**config.mk**
```make
export PLATFORM = sky130hd
export DESIGN_NAME = rx_pkt_fifo
export DESIGN_NICKNAME = d
export VERILOG_FILES = /design/src/rtl/rxf_pkg.sv /design/src/rtl/rxf_store.sv /design/src/rtl/rxf_flags.sv /design/src/rtl/rxf_ctrl.sv /design/src/rtl/rx_pkt_fifo.sv
export SDC_FILE = /design/constraint.sdc
export NUM_CORES = 1
export LEC_CHECK = 0
export ABC_AREA = 1
export ABC_CLOCK_PERIOD_IN_PS = 5700
export BUFFER_PORTS_ARGS = -buffer_cell sky130_fd_sc_hd__buf_4
export CAP_MARGIN = 20
export CORE_UTILIZATION = 36
export CTS_BUF_LIST = sky130_fd_sc_hd__clkbuf_4 sky130_fd_sc_hd__clkbuf_8 sky130_fd_sc_hd__clkbuf_16
export CTS_CLUSTER_SIZE = 25
export DETAILED_ROUTE_END_ITERATION = 12
export PLACE_DENSITY = 0.49
export SETUP_SLACK_MARGIN = 0.02
export SYNTH_ARGS = -nofsm -noshare
export SYNTH_HDL_FRONTEND = slang
export SYNTH_SLANG_ARGS = --single-unit
```
**constraint.sdc**
```tcl
create_clock -name clk -period 5.7 [get_ports clk]
set_input_delay 0.285 -clock clk [delete_from_list [all_inputs] [get_ports clk]]
set_output_delay 0.285 -clock clk [all_outputs]
set_load 0.05 [all_outputs]
```
**src/rtl/rxf_pkg.sv**
```systemverilog
package rxf_pkg;
    localparam int BYTE_W = 8;
    typedef logic [BYTE_W-1:0] byte_t;
endpackage

```
**src/rtl/rxf_store.sv**
```systemverilog
module rxf_store
    import rxf_pkg::*;
#(
    parameter  int DEPTH = 64,
    localparam int AW    = $clog2(DEPTH)
) (
    input  logic          clk,
    input  logic          we,
    input  logic [AW-1:0] waddr,
    input  byte_t         wdata,
    input  logic [AW-1:0] raddr,
    output byte_t         rdata
);
    byte_t cells_q [DEPTH];

    always_ff @(posedge clk) begin
        if (we) begin
            cells_q[waddr] <= wdata;
        end
    end

    assign rdata = cells_q[raddr];
endmodule

```
**src/rtl/rxf_flags.sv**
```systemverilog
module rxf_flags #(
    parameter  int DEPTH = 64,
    localparam int AW    = $clog2(DEPTH),
    localparam int PW    = AW + 1
) (
    input  logic [PW-1:0] wr_ptr,
    input  logic [PW-1:0] rd_ptr,
    input  logic [PW-1:0] base_ptr,
    input  logic [AW-1:0] thr,
    output logic [PW-1:0] level,
    output logic [PW-1:0] avail,
    output logic          empty,
    output logic          full,
    output logic          af
);
    always_comb begin
        level = wr_ptr - rd_ptr;
        avail = base_ptr - rd_ptr;
        empty = (avail == '0);
        full  = (level == PW'(DEPTH));
        af    = (level >= {1'b0, thr});
    end
endmodule

```
**src/rtl/rxf_ctrl.sv**
```systemverilog
module rxf_ctrl
    import rxf_pkg::*;
#(
    parameter  int DEPTH = 64,
    localparam int AW    = $clog2(DEPTH),
    localparam int PW    = AW + 1
) (
    input  logic          clk,
    input  logic          rst_n,
    input  logic          clr,
    input  logic          multi_en,
    input  logic          fixed_len,
    input  logic          pkt_start,
    input  byte_t         pkt_len,
    input  logic          pkt_end,
    input  logic          pkt_ok,
    input  logic          wr_en,
    input  byte_t         wr_data,
    input  logic          rd_en,
    input  logic          empty,
    input  byte_t         mem_rdata,
    output logic          mem_we,
    output logic [AW-1:0] mem_waddr,
    output byte_t         mem_wdata,
    output logic [AW-1:0] mem_raddr,
    output logic [PW-1:0] wr_ptr,
    output logic [PW-1:0] rd_ptr,
    output logic [PW-1:0] base_ptr,
    output logic          ovf,
    output logic          unf,
    output byte_t         rd_data
);
    typedef struct packed {
        logic [PW-1:0] wr;
        logic [PW-1:0] rd;
        logic [PW-1:0] base;
        logic          ovf;
        logic          unf;
        byte_t         rdata;
    } st_t;

    st_t           st_d, st_q;
    logic [PW-1:0] w_nx;
    logic [PW-1:0] r_ref;

    always_comb begin
        st_d      = st_q;
        mem_we    = 1'b0;
        mem_waddr = st_q.wr[AW-1:0];
        mem_wdata = wr_data;
        mem_raddr = st_q.rd[AW-1:0];
        w_nx      = st_q.wr;
        r_ref     = st_q.rd;

        // host side: registered read of the oldest committed byte
        if (rd_en) begin
            if (empty) begin
                st_d.unf   = 1'b1;
                st_d.rdata = '0;
            end else begin
                st_d.rdata = mem_rdata;
                st_d.rd    = st_q.rd + 1'b1;
            end
        end

        // packet side: start, end, or payload byte
        if (pkt_start) begin
            if (!multi_en) begin
                w_nx    = '0;
                r_ref   = '0;
                st_d.rd = '0;
            end else begin
                w_nx = st_q.base;
            end
            st_d.base = w_nx;
            if (!fixed_len) begin
                if ((w_nx - r_ref) == PW'(DEPTH)) begin
                    st_d.ovf = 1'b1;
                end else begin
                    mem_we    = 1'b1;
                    mem_waddr = w_nx[AW-1:0];
                    mem_wdata = pkt_len;
                    w_nx      = w_nx + 1'b1;
                end
            end
        end else if (pkt_end) begin
            if (pkt_ok) begin
                st_d.base = st_q.wr;
            end else begin
                w_nx = st_q.base;
            end
        end else if (wr_en) begin
            if ((w_nx - r_ref) == PW'(DEPTH)) begin
                st_d.ovf = 1'b1;
            end else begin
                mem_we    = 1'b1;
                mem_waddr = w_nx[AW-1:0];
                mem_wdata = wr_data;
                w_nx      = w_nx + 1'b1;
            end
        end
        st_d.wr = w_nx;

        if (clr) begin
            st_d   = '0;
            mem_we = 1'b0;
        end
    end

    always_ff @(posedge clk or negedge rst_n) begin
        if (!rst_n) begin
            st_q <= '0;
        end else begin
            st_q <= st_d;
        end
    end

    assign wr_ptr   = st_q.wr;
    assign rd_ptr   = st_q.rd;
    assign base_ptr = st_q.base;
    assign ovf      = st_q.ovf;
    assign unf      = st_q.unf;
    assign rd_data  = st_q.rdata;

    // the read pointer never passes the commit point
    p_rd_within_commit_r5: assert property (@(posedge clk) disable iff (!rst_n)
        (base_ptr - rd_ptr) <= (wr_ptr - rd_ptr));

    // a rejected read leaves the read pointer where it was
    p_unf_keeps_rd_r4: assert property (@(posedge clk) disable iff (!rst_n)
        (rd_en && empty && !clr && !(pkt_start && !multi_en)) |=> $stable(rd_ptr));
endmodule

```
**src/rtl/rx_pkt_fifo.sv**
```systemverilog
module rx_pkt_fifo
    import rxf_pkg::*;
#(
    parameter  int DEPTH = 64,
    localparam int AW    = $clog2(DEPTH),
    localparam int PW    = AW + 1
) (
    input  logic          clk,
    input  logic          rst_n,
    input  logic          clr,
    input  logic          multi_en,
    input  logic          fixed_len,
    input  logic [AW-1:0] af_thr,
    input  logic          pkt_start,
    input  logic [7:0]    pkt_len,
    input  logic          pkt_end,
    input  logic          pkt_ok,
    input  logic          wr_en,
    input  logic [7:0]    wr_data,
    input  logic          rd_en,
    output logic [7:0]    rd_data,
    output logic [PW-1:0] fill_level,
    output logic [PW-1:0] rd_avail,
    output logic          empty,
    output logic          full,
    output logic          almost_full,
    output logic          overflow,
    output logic          underflow
);
    logic          mem_we;
    logic [AW-1:0] mem_waddr;
    logic [AW-1:0] mem_raddr;
    byte_t         mem_wdata;
    byte_t         mem_rdata;
    logic [PW-1:0] wr_ptr;
    logic [PW-1:0] rd_ptr;
    logic [PW-1:0] base_ptr;

    rxf_store #(.DEPTH(DEPTH)) i_store (
        .clk   (clk),
        .we    (mem_we),
        .waddr (mem_waddr),
        .wdata (mem_wdata),
        .raddr (mem_raddr),
        .rdata (mem_rdata)
    );

    rxf_flags #(.DEPTH(DEPTH)) i_flags (
        .wr_ptr   (wr_ptr),
        .rd_ptr   (rd_ptr),
        .base_ptr (base_ptr),
        .thr      (af_thr),
        .level    (fill_level),
        .avail    (rd_avail),
        .empty    (empty),
        .full     (full),
        .af       (almost_full)
    );

    rxf_ctrl #(.DEPTH(DEPTH)) i_ctrl (
        .clk       (clk),
        .rst_n     (rst_n),
        .clr       (clr),
        .multi_en  (multi_en),
        .fixed_len (fixed_len),
        .pkt_start (pkt_start),
        .pkt_len   (pkt_len),
        .pkt_end   (pkt_end),
        .pkt_ok    (pkt_ok),
        .wr_en     (wr_en),
        .wr_data   (wr_data),
        .rd_en     (rd_en),
        .empty     (empty),
        .mem_rdata (mem_rdata),
        .mem_we    (mem_we),
        .mem_waddr (mem_waddr),
        .mem_wdata (mem_wdata),
        .mem_raddr (mem_raddr),
        .wr_ptr    (wr_ptr),
        .rd_ptr    (rd_ptr),
        .base_ptr  (base_ptr),
        .ovf       (overflow),
        .unf       (underflow),
        .rd_data   (rd_data)
    );

    p_clear_state_r1: assert property (@(posedge clk) disable iff (!rst_n)
        clr |=> (fill_level == '0 && !overflow && !underflow && rd_data == '0));

    p_no_overflow_r3: assert property (@(posedge clk) disable iff (!rst_n)
        (full && wr_en && !pkt_start && !pkt_end && !clr) |=> overflow);

    p_sticky_ovf_r3: assert property (@(posedge clk) disable iff (!rst_n)
        (overflow && !clr) |=> overflow);

    p_empty_read_r4: assert property (@(posedge clk) disable iff (!rst_n)
        (rd_en && empty && !clr) |=> (underflow && rd_data == '0));

    p_commit_r5: assert property (@(posedge clk) disable iff (!rst_n)
        (pkt_end && pkt_ok && !rd_en && !clr) |=> (rd_avail == $past(fill_level)));

    p_rollback_r6: assert property (@(posedge clk) disable iff (!rst_n)
        (pkt_end && !pkt_ok && !rd_en && !clr) |=> (fill_level == $past(rd_avail)));

    p_single_flush_r8: assert property (@(posedge clk) disable iff (!rst_n)
        (pkt_start && !multi_en && fixed_len && !clr) |=> (fill_level == '0));
endmodule

```
# [Yosys cells after proc, flatten, opt, wreduce, memory -nomap -nowiden]
# Memory sizes are Yosys's and may differ from the RTL's.
# Cells that the tools add are included.
[classes] reduce_logical=10 addsub=6 n_eq_ne=6 n_lt_le_gt_ge=1 n_mux=41
[ops] cell="2-to-1 mux 7 bit" n=16
[ops] cell="2-to-1 mux 8 bit" n=5
[ops] cell="2-to-1 mux 31 bit" n=1
[ops] cell="adder 7 x 1 -> 7 bit, second input constant" n=3
[ops] cell="subtractor 7 bit" n=3
[ops] cell="2-to-1 mux 6 bit" n=3
[ops] cell="2-to-1 mux 1 bit" n=15
[ops] cell="equality test 7 bit, second input constant" n=2
[ops] cell="2-to-1 mux 9 bit" n=1
[ops] cell="nonzero test 3 bit" n=3
[ops] cell="greater-or-equal comparator 7 x 6 -> 1 bit" n=1
[ops] cell="zero test 7 bit" n=1
[ops] cell="inequality test 3 bit, second input constant" n=2
[ops] cell="AND reduction 5 bit" n=1
[ops] cell="inequality test 4 bit, second input constant" n=1
[ops] cell="AND reduction 2 bit" n=2
[ops] cell="nonzero test 2 bit" n=2
[ops] cell="nonzero test 4 bit" n=1
[ops] cell="inequality test 3 x 2 -> 1 bit, second input constant" n=1
[totals] input_bits=32 word_cells=71 ramBits=512 reg_bits=31 out_inout_bits=27 n_memories=1
[mem_list] name="i_store.cells_q" words=64 word_bits=8 rd=1 rd_clocked_by_memory_dff=0 wr=1 line_no="rxf_store.sv:14" rtl="byte_t cells_q [DEPTH];"

# [Longest topological paths before layout]
[logic_depth] ltp_word=10 mapped_depth=21 ltp_nobuf=18

# [Cells and area by module]
# From an unflattened synthesis, not the netlist that was laid out.
[unflattened] hier_cells=2375 area_unflattened_um2=24760.0
[by_module_without_submodules] mod="rxf_store" area_each_um2=21179.1 cells_each=1797 n_inst=1
[by_module_without_submodules] mod="rxf_ctrl" area_each_um2=2712.6 cells_each=421 n_inst=1
[by_module_without_submodules] mod="rxf_flags" area_each_um2=868.3 cells_each=157 n_inst=1

# [Worst setup path before layout]
# Ideal clock, no wire load.
[synth_path] path_kind="flip-flop to flip-flop" startpoint="reg i_ctrl.st_q (netlist bit i_ctrl.rd_ptr[2])" endpoint="mem i_store.cells_q[11][0] in the netlist's numbering (enable)" path_buffers=3 required_time_ps=5330 arrival_ps=3313 slack_ps=2017 path_stages_with_launch=19 cell_sequence="dfrtp_1 -> clkbuf_1 -> inv_1 -> clkbuf_1 -> buf_1 -> ha_1 -> nand2_1 -> nand2_1 -> inv_1 -> nand2_1 -> nand2_1 -> nand2_1 -> inv_1 -> nor2_1 -> nand3_1 -> nand3_1 -> nand2_1 -> nand4_2 -> nor2_1"
[synth_via] elab_cells_between_ends=18 cone_classes="2 x add/sub; 2 x eq/ne; 14 x mux"
[synth_rtl] element="start, declared" line_no="rxf_ctrl.sv:42" rtl="st_t st_d, st_q;"
[synth_rtl] element="start signal, assigned" line_no="rxf_ctrl.sv:114" rtl="st_q <= st_d;"
[synth_rtl] element="subtractor 7 bit"
[synth_rtl] element="named net fill_level[3]" line_no="rx_pkt_fifo.sv:22" rtl="output logic [PW-1:0] fill_level,"
[synth_rtl] element="equality test 7 bit" line_no="rxf_ctrl.sv:93" rtl="if ((w_nx - r_ref) == PW'(DEPTH)) begin"
[synth_rtl] element="2-to-1 mux 1 bit" line_no="rxf_ctrl.sv:93"
[synth_rtl] element="2-to-1 mux 1 bit" line_no="rxf_ctrl.sv:92" rtl="end else if (wr_en) begin"
[synth_rtl] element="2-to-1 mux 1 bit" line_no="rxf_ctrl.sv:86" rtl="end else if (pkt_end) begin"
[synth_rtl] element="2-to-1 mux 1 bit" line_no="rxf_ctrl.sv:67" rtl="if (pkt_start) begin"
[synth_rtl] element="2-to-1 mux 1 bit" line_no="rxf_ctrl.sv:104" rtl="if (clr) begin"
[synth_rtl] element="2-to-1 mux 1 bit" line_no="rxf_store.sv:17" rtl="if (we) begin"
[synth_rtl] element="2-to-1 mux 1 bit (not written as such)" line_no="rxf_store.sv:18" rtl="cells_q[waddr] <= wdata;"
[synth_rtl] element="end, declared" line_no="rxf_store.sv:14"
# The timed path passes the listed nets, and every way through them passes these cells. The select of a mux whose other input is x is not followed.

# [Worst setup path after layout]
[layout_path] startpoint="reg i_ctrl.st_q (netlist bit i_ctrl.rd_ptr[0])" endpoint="mem i_store.cells_q[28][0] in the netlist's numbering (enable)"
[layout_via] elab_chain_cells=10 elab_cells_between_ends=18 cone_classes="2 x add/sub; 2 x eq/ne; 14 x mux"
[layout_rtl] element="2-to-1 mux 7 bit" line_no="rxf_ctrl.sv:68" rtl="if (!multi_en) begin"
[layout_rtl] element="2-to-1 mux 7 bit" line_no="rxf_ctrl.sv:67"
[layout_rtl] element="subtractor 7 bit" line_no="rxf_ctrl.sv:77" rtl="if ((w_nx - r_ref) == PW'(DEPTH)) begin"
[layout_rtl] element="equality test 7 bit" line_no="rxf_ctrl.sv:77"
[layout_rtl] element="2-to-1 mux 1 bit" line_no="rxf_ctrl.sv:77"
[layout_rtl] element="2-to-1 mux 1 bit" line_no="rxf_ctrl.sv:76" rtl="if (!fixed_len) begin"
[layout_rtl] element="2-to-1 mux 1 bit" line_no="rxf_ctrl.sv:67"
[layout_rtl] element="2-to-1 mux 1 bit" line_no="rxf_ctrl.sv:104"
[layout_rtl] element="2-to-1 mux 1 bit" line_no="rxf_store.sv:17"
[layout_rtl] element="2-to-1 mux 1 bit (not written as such)" line_no="rxf_store.sv:18"
# Several ways; a longest one is shown, not always the timed one. The select of a mux whose other input is x is not followed.

==> metrics.cfg <==
[clock_network]
cts_root_buf = clkbuf_16
cts_made_buffers = 58
clk_path_buf_depth = 3
cts_sinks = 543
cts_tree = yes
clk_pin_slew_worst_paths_ns = 0.06
insertion_delay_ns = 0.61
cts.repair.resized = 0
htree_levels = 2

[die]
coreArea_um2 = 65750
die_h_um = 259.9
io_pins = 59
dieWidth_um = 259.9
start_util_pct = 36.42
dieArea_um2 = 67550
row_count = 94

[power]
leakage_nw = 9.817
p_total_mw = 9.700
powerDensity_nw_per_um2 = 355.4
ir_drop_uv = 243.0

[sta]
max_slew_margin_pct = 32.94
final.min_clock_period_ns = 4.559
setup_viol = 0
fin_tns_setup_ns = 0
worst_slew_pin_slew_ns = 1.006
period_share_pct = 79.98
max_freq_mhz = 219.4
rsz0062_at_grt = no
finClkSkew_ns = 0.01970
final_hold_viol_count = 0
final-max-slew-violation-count = 0

[logic_synthesis]
synth_nets = 2254
ys_async_sr_fraction_pct = 5.709
yosysWarningCount = 0
synth_cells = 2193
synth_ff_type = edfxtp_1
yosysUniqueCellTypes = 43
synth_edf_count = 512
seq_area_frac_synth_pct = 67.44
synth.avg_cell_area_um2 = 10.92
synth_area_um2 = 23950
ys_ff_latch = 543

[hold_path]
whs_path_depth = 3
min_to = i_ctrl.rd_ptr[3]
min_path_type = primary input to flip-flop
hp-start = rd_en

[worst_setup_path]
r2r_setup_slack_ns = 1.14
worst_ep_required_time_ns = 5.94
worst-setup-path-type = flip-flop to flip-flop
cp_max_fo = 48
r2r_end = i_store.cells_q[28][0]
startpoint_type = flip-flop
reg2reg_depth = 14
r2r-start = i_ctrl.rd_ptr[0]
worst_ep_arrival_time_ns = 4.80
cp-end-kind = flip-flop

[final_layout]
multi_input_area_um2 = 6958
nets = 2267
drive_gt1_share_pct = 10.12
regArea_um2 = 16160
nFillCells = 6193
diodes = 0
syn_to_final_growth_pct = 13.97

[drt]
routedWlPerCell_um = 22.22
vias_per_cell = 5.332
firstDrtPassIters = 5
antenna_left = 0
routed_wl_mm = 69.30
first_iter_violations = 1379
wl_met3_mm = 4.015
wl_met1_mm = 31.14
met2WireLength_mm = 31.70
drc_errors = 0
topRoutingLayerUsed = met4
dr_total_vias = 16630

[global_routing]
grt_pass1_wl_mm = 103.5
grt_use_total_pct = 20.59
grt_max_degree = 219
grt_pass1_vias = 16270
overflow = 0
antenna_found_initial = 0

[placement]
port_buffers = 58
dpl.hpwl_mm = 42.58
routabilityCongestion = 0.9366

[job]
drv_cap = 0

[status]
outcome = finished clean

critical path, stage by stage, from the launching register on:
cell and delay [ns]:
dfrtp_4 0.78, ha_1 0.26, inv_1 0.07, fa_1 0.43, nand2_1 0.09, nand2_1 0.05
inv_1 0.09, nor2_1 0.05, nand3_1 0.07, nor2_1 0.04, nand3_1 0.15, nand3_1 0.11
nand2_1 0.35, nand4_2 0.74, nor2_1 0.87
kinds of logic after synthesis:
group | synth area share (%)
simple gates | 22.84
flops | 67.44
buf+inv | 3.584
compound gates | 4.081
fa+ha+maj | 1.578
xor+xnor | 0.4755
synthesized netlist by cell type (3+ instances only):
cell type  number  area share [%]
o22ai_1         3           0.078
xor2_1          8            0.29
nor3_1          6            0.13
o21ai_2         4            0.15
inv_1          80             1.3
o2111ai_1       8            0.29
o221ai_1       15            0.55
o21ai_0        95             2.0
nor2_1        219             3.4
a21oi_1        25            0.52
ha_1           27             1.4
o21a_1          3           0.094
nand4_1        38            0.99
buf_2          14            0.29
o211ai_1        3           0.094
nand3b_1        3           0.094
nand2_1       462             7.2
dfrtp_1        31             3.2
nand3_1       467             9.8
xnor2_1         5            0.18
buf_1          13            0.20
nand4_2         8            0.42
a31oi_1         3           0.078
nand3_2         8            0.33
inv_2           4           0.063
a221oi_1        4            0.15
clkbuf_1      104             1.6
edfxtp_1      512              64
layer usage:
metal,track usage (%),up-vias
li1,-,7823
met1,28.84,8087
met2,32.40,585
met3,2.914,130
met4,7.696,0
met5,0,-
power breakdown:
group / switching, mW / internal, mW / total (mW)
clock: 1.57 / 2.47 / 4.05
sequential: 0.0374 / 4.45 / 4.48
combinational: 0.878 / 0.293 / 1.17
total: 2.49 / 7.21 / 9.70
registers in the layout, indices dropped and copies added, names as in the netlist:
name	count
i_ctrl.rd_ptr	7
i_store.cells_q	512
i_ctrl.unf	1
i_ctrl.base_ptr	7
i_ctrl.ovf	1
i_ctrl.rd_data	8
i_ctrl.wr_ptr	7
cells in the final DEF (no fill, tap or decap), types with 4 or more instances in the layout:
cell        synthesis  routed
a21oi_1            25      25
a221oi_1            4       4
buf_4               2      81
bufinv_16           0      12
clkbuf_16           0      58
clkbuf_4            0      12
clkinv_1            2      11
clkinv_2            0      10
clkinvlp_4          0       4
dfrtp_1            31      28
edfxtp_1          512     512
ha_1               27      27
inv_1              80      79
nand2_1           462     454
nand2_2             2      10
nand3_1           467     467
nand3_2             8       8
nand4_1            38      38
nand4_2             8       8
nor2_1            219     219
nor3_1              6       6
o2111ai_1           8       8
o21ai_0            95      95
o21ai_2             4       4
o221ai_1           15      15
xnor2_1             5       5
xor2_1              8       8
repair_timing:
item,CTS,global route
hold endpoints to repair,33,0
buffers inserted,0,0
hold buffers,3,0
final cells by class:
class	instances	share of cell area (%)
Tap cell	864	3.961
Clock buffer	70	5.648
Clock inverter	38	1.925
Inverter	86	1.206
Multi-Input combinational cell	1430	25.49
Timing Repair Buffer	87	2.558
Sequential cell	543	59.21
worst max-delay path by stage:
stage,start,end,slack [ns]
2_1_floorplan,i_ctrl.rd_ptr[2],i_store.cells_q[11][0],2.02
4_1_cts,i_ctrl.rd_ptr[0],i_store.cells_q[6][4],1.14
5_1_grt,i_ctrl.rd_ptr[0],i_store.cells_q[45][3],0.87
3_3_place_gp,i_ctrl.rd_ptr[0],i_store.cells_q[28][2],1.27
6_report,i_ctrl.rd_ptr[0],i_store.cells_q[28][0],1.14
3_5_place_dp,i_ctrl.rd_ptr[0],i_store.cells_q[28][3],1.16
metrics by stage:
| stage | utilization, % | cells | hold slack (ns) | setup WS [ns] | instance area [um2] |
|---|---|---|---|---|---|
| 4_1_cts | 41.51 | 3118 | 0.004879 | 1.143 | 27290 |
| 6_report | 41.51 | 3118 | 0.04774 | 1.141 | 27290 |
| 3_5_place_dp | 38.32 | 3007 | 0.2576 | 1.157 | 25200 |
| 5_1_grt | 41.51 | 3118 | 0.03609 | 0.8682 | 27290 |
| 2_1_floorplan | - | 2193 | -0.01059 | 2.017 | 23950 |
| 3_3_place_gp | 38.32 | 3007 | 0.2564 | 1.271 | 25200 |
(Power assumes the default switching activity.)
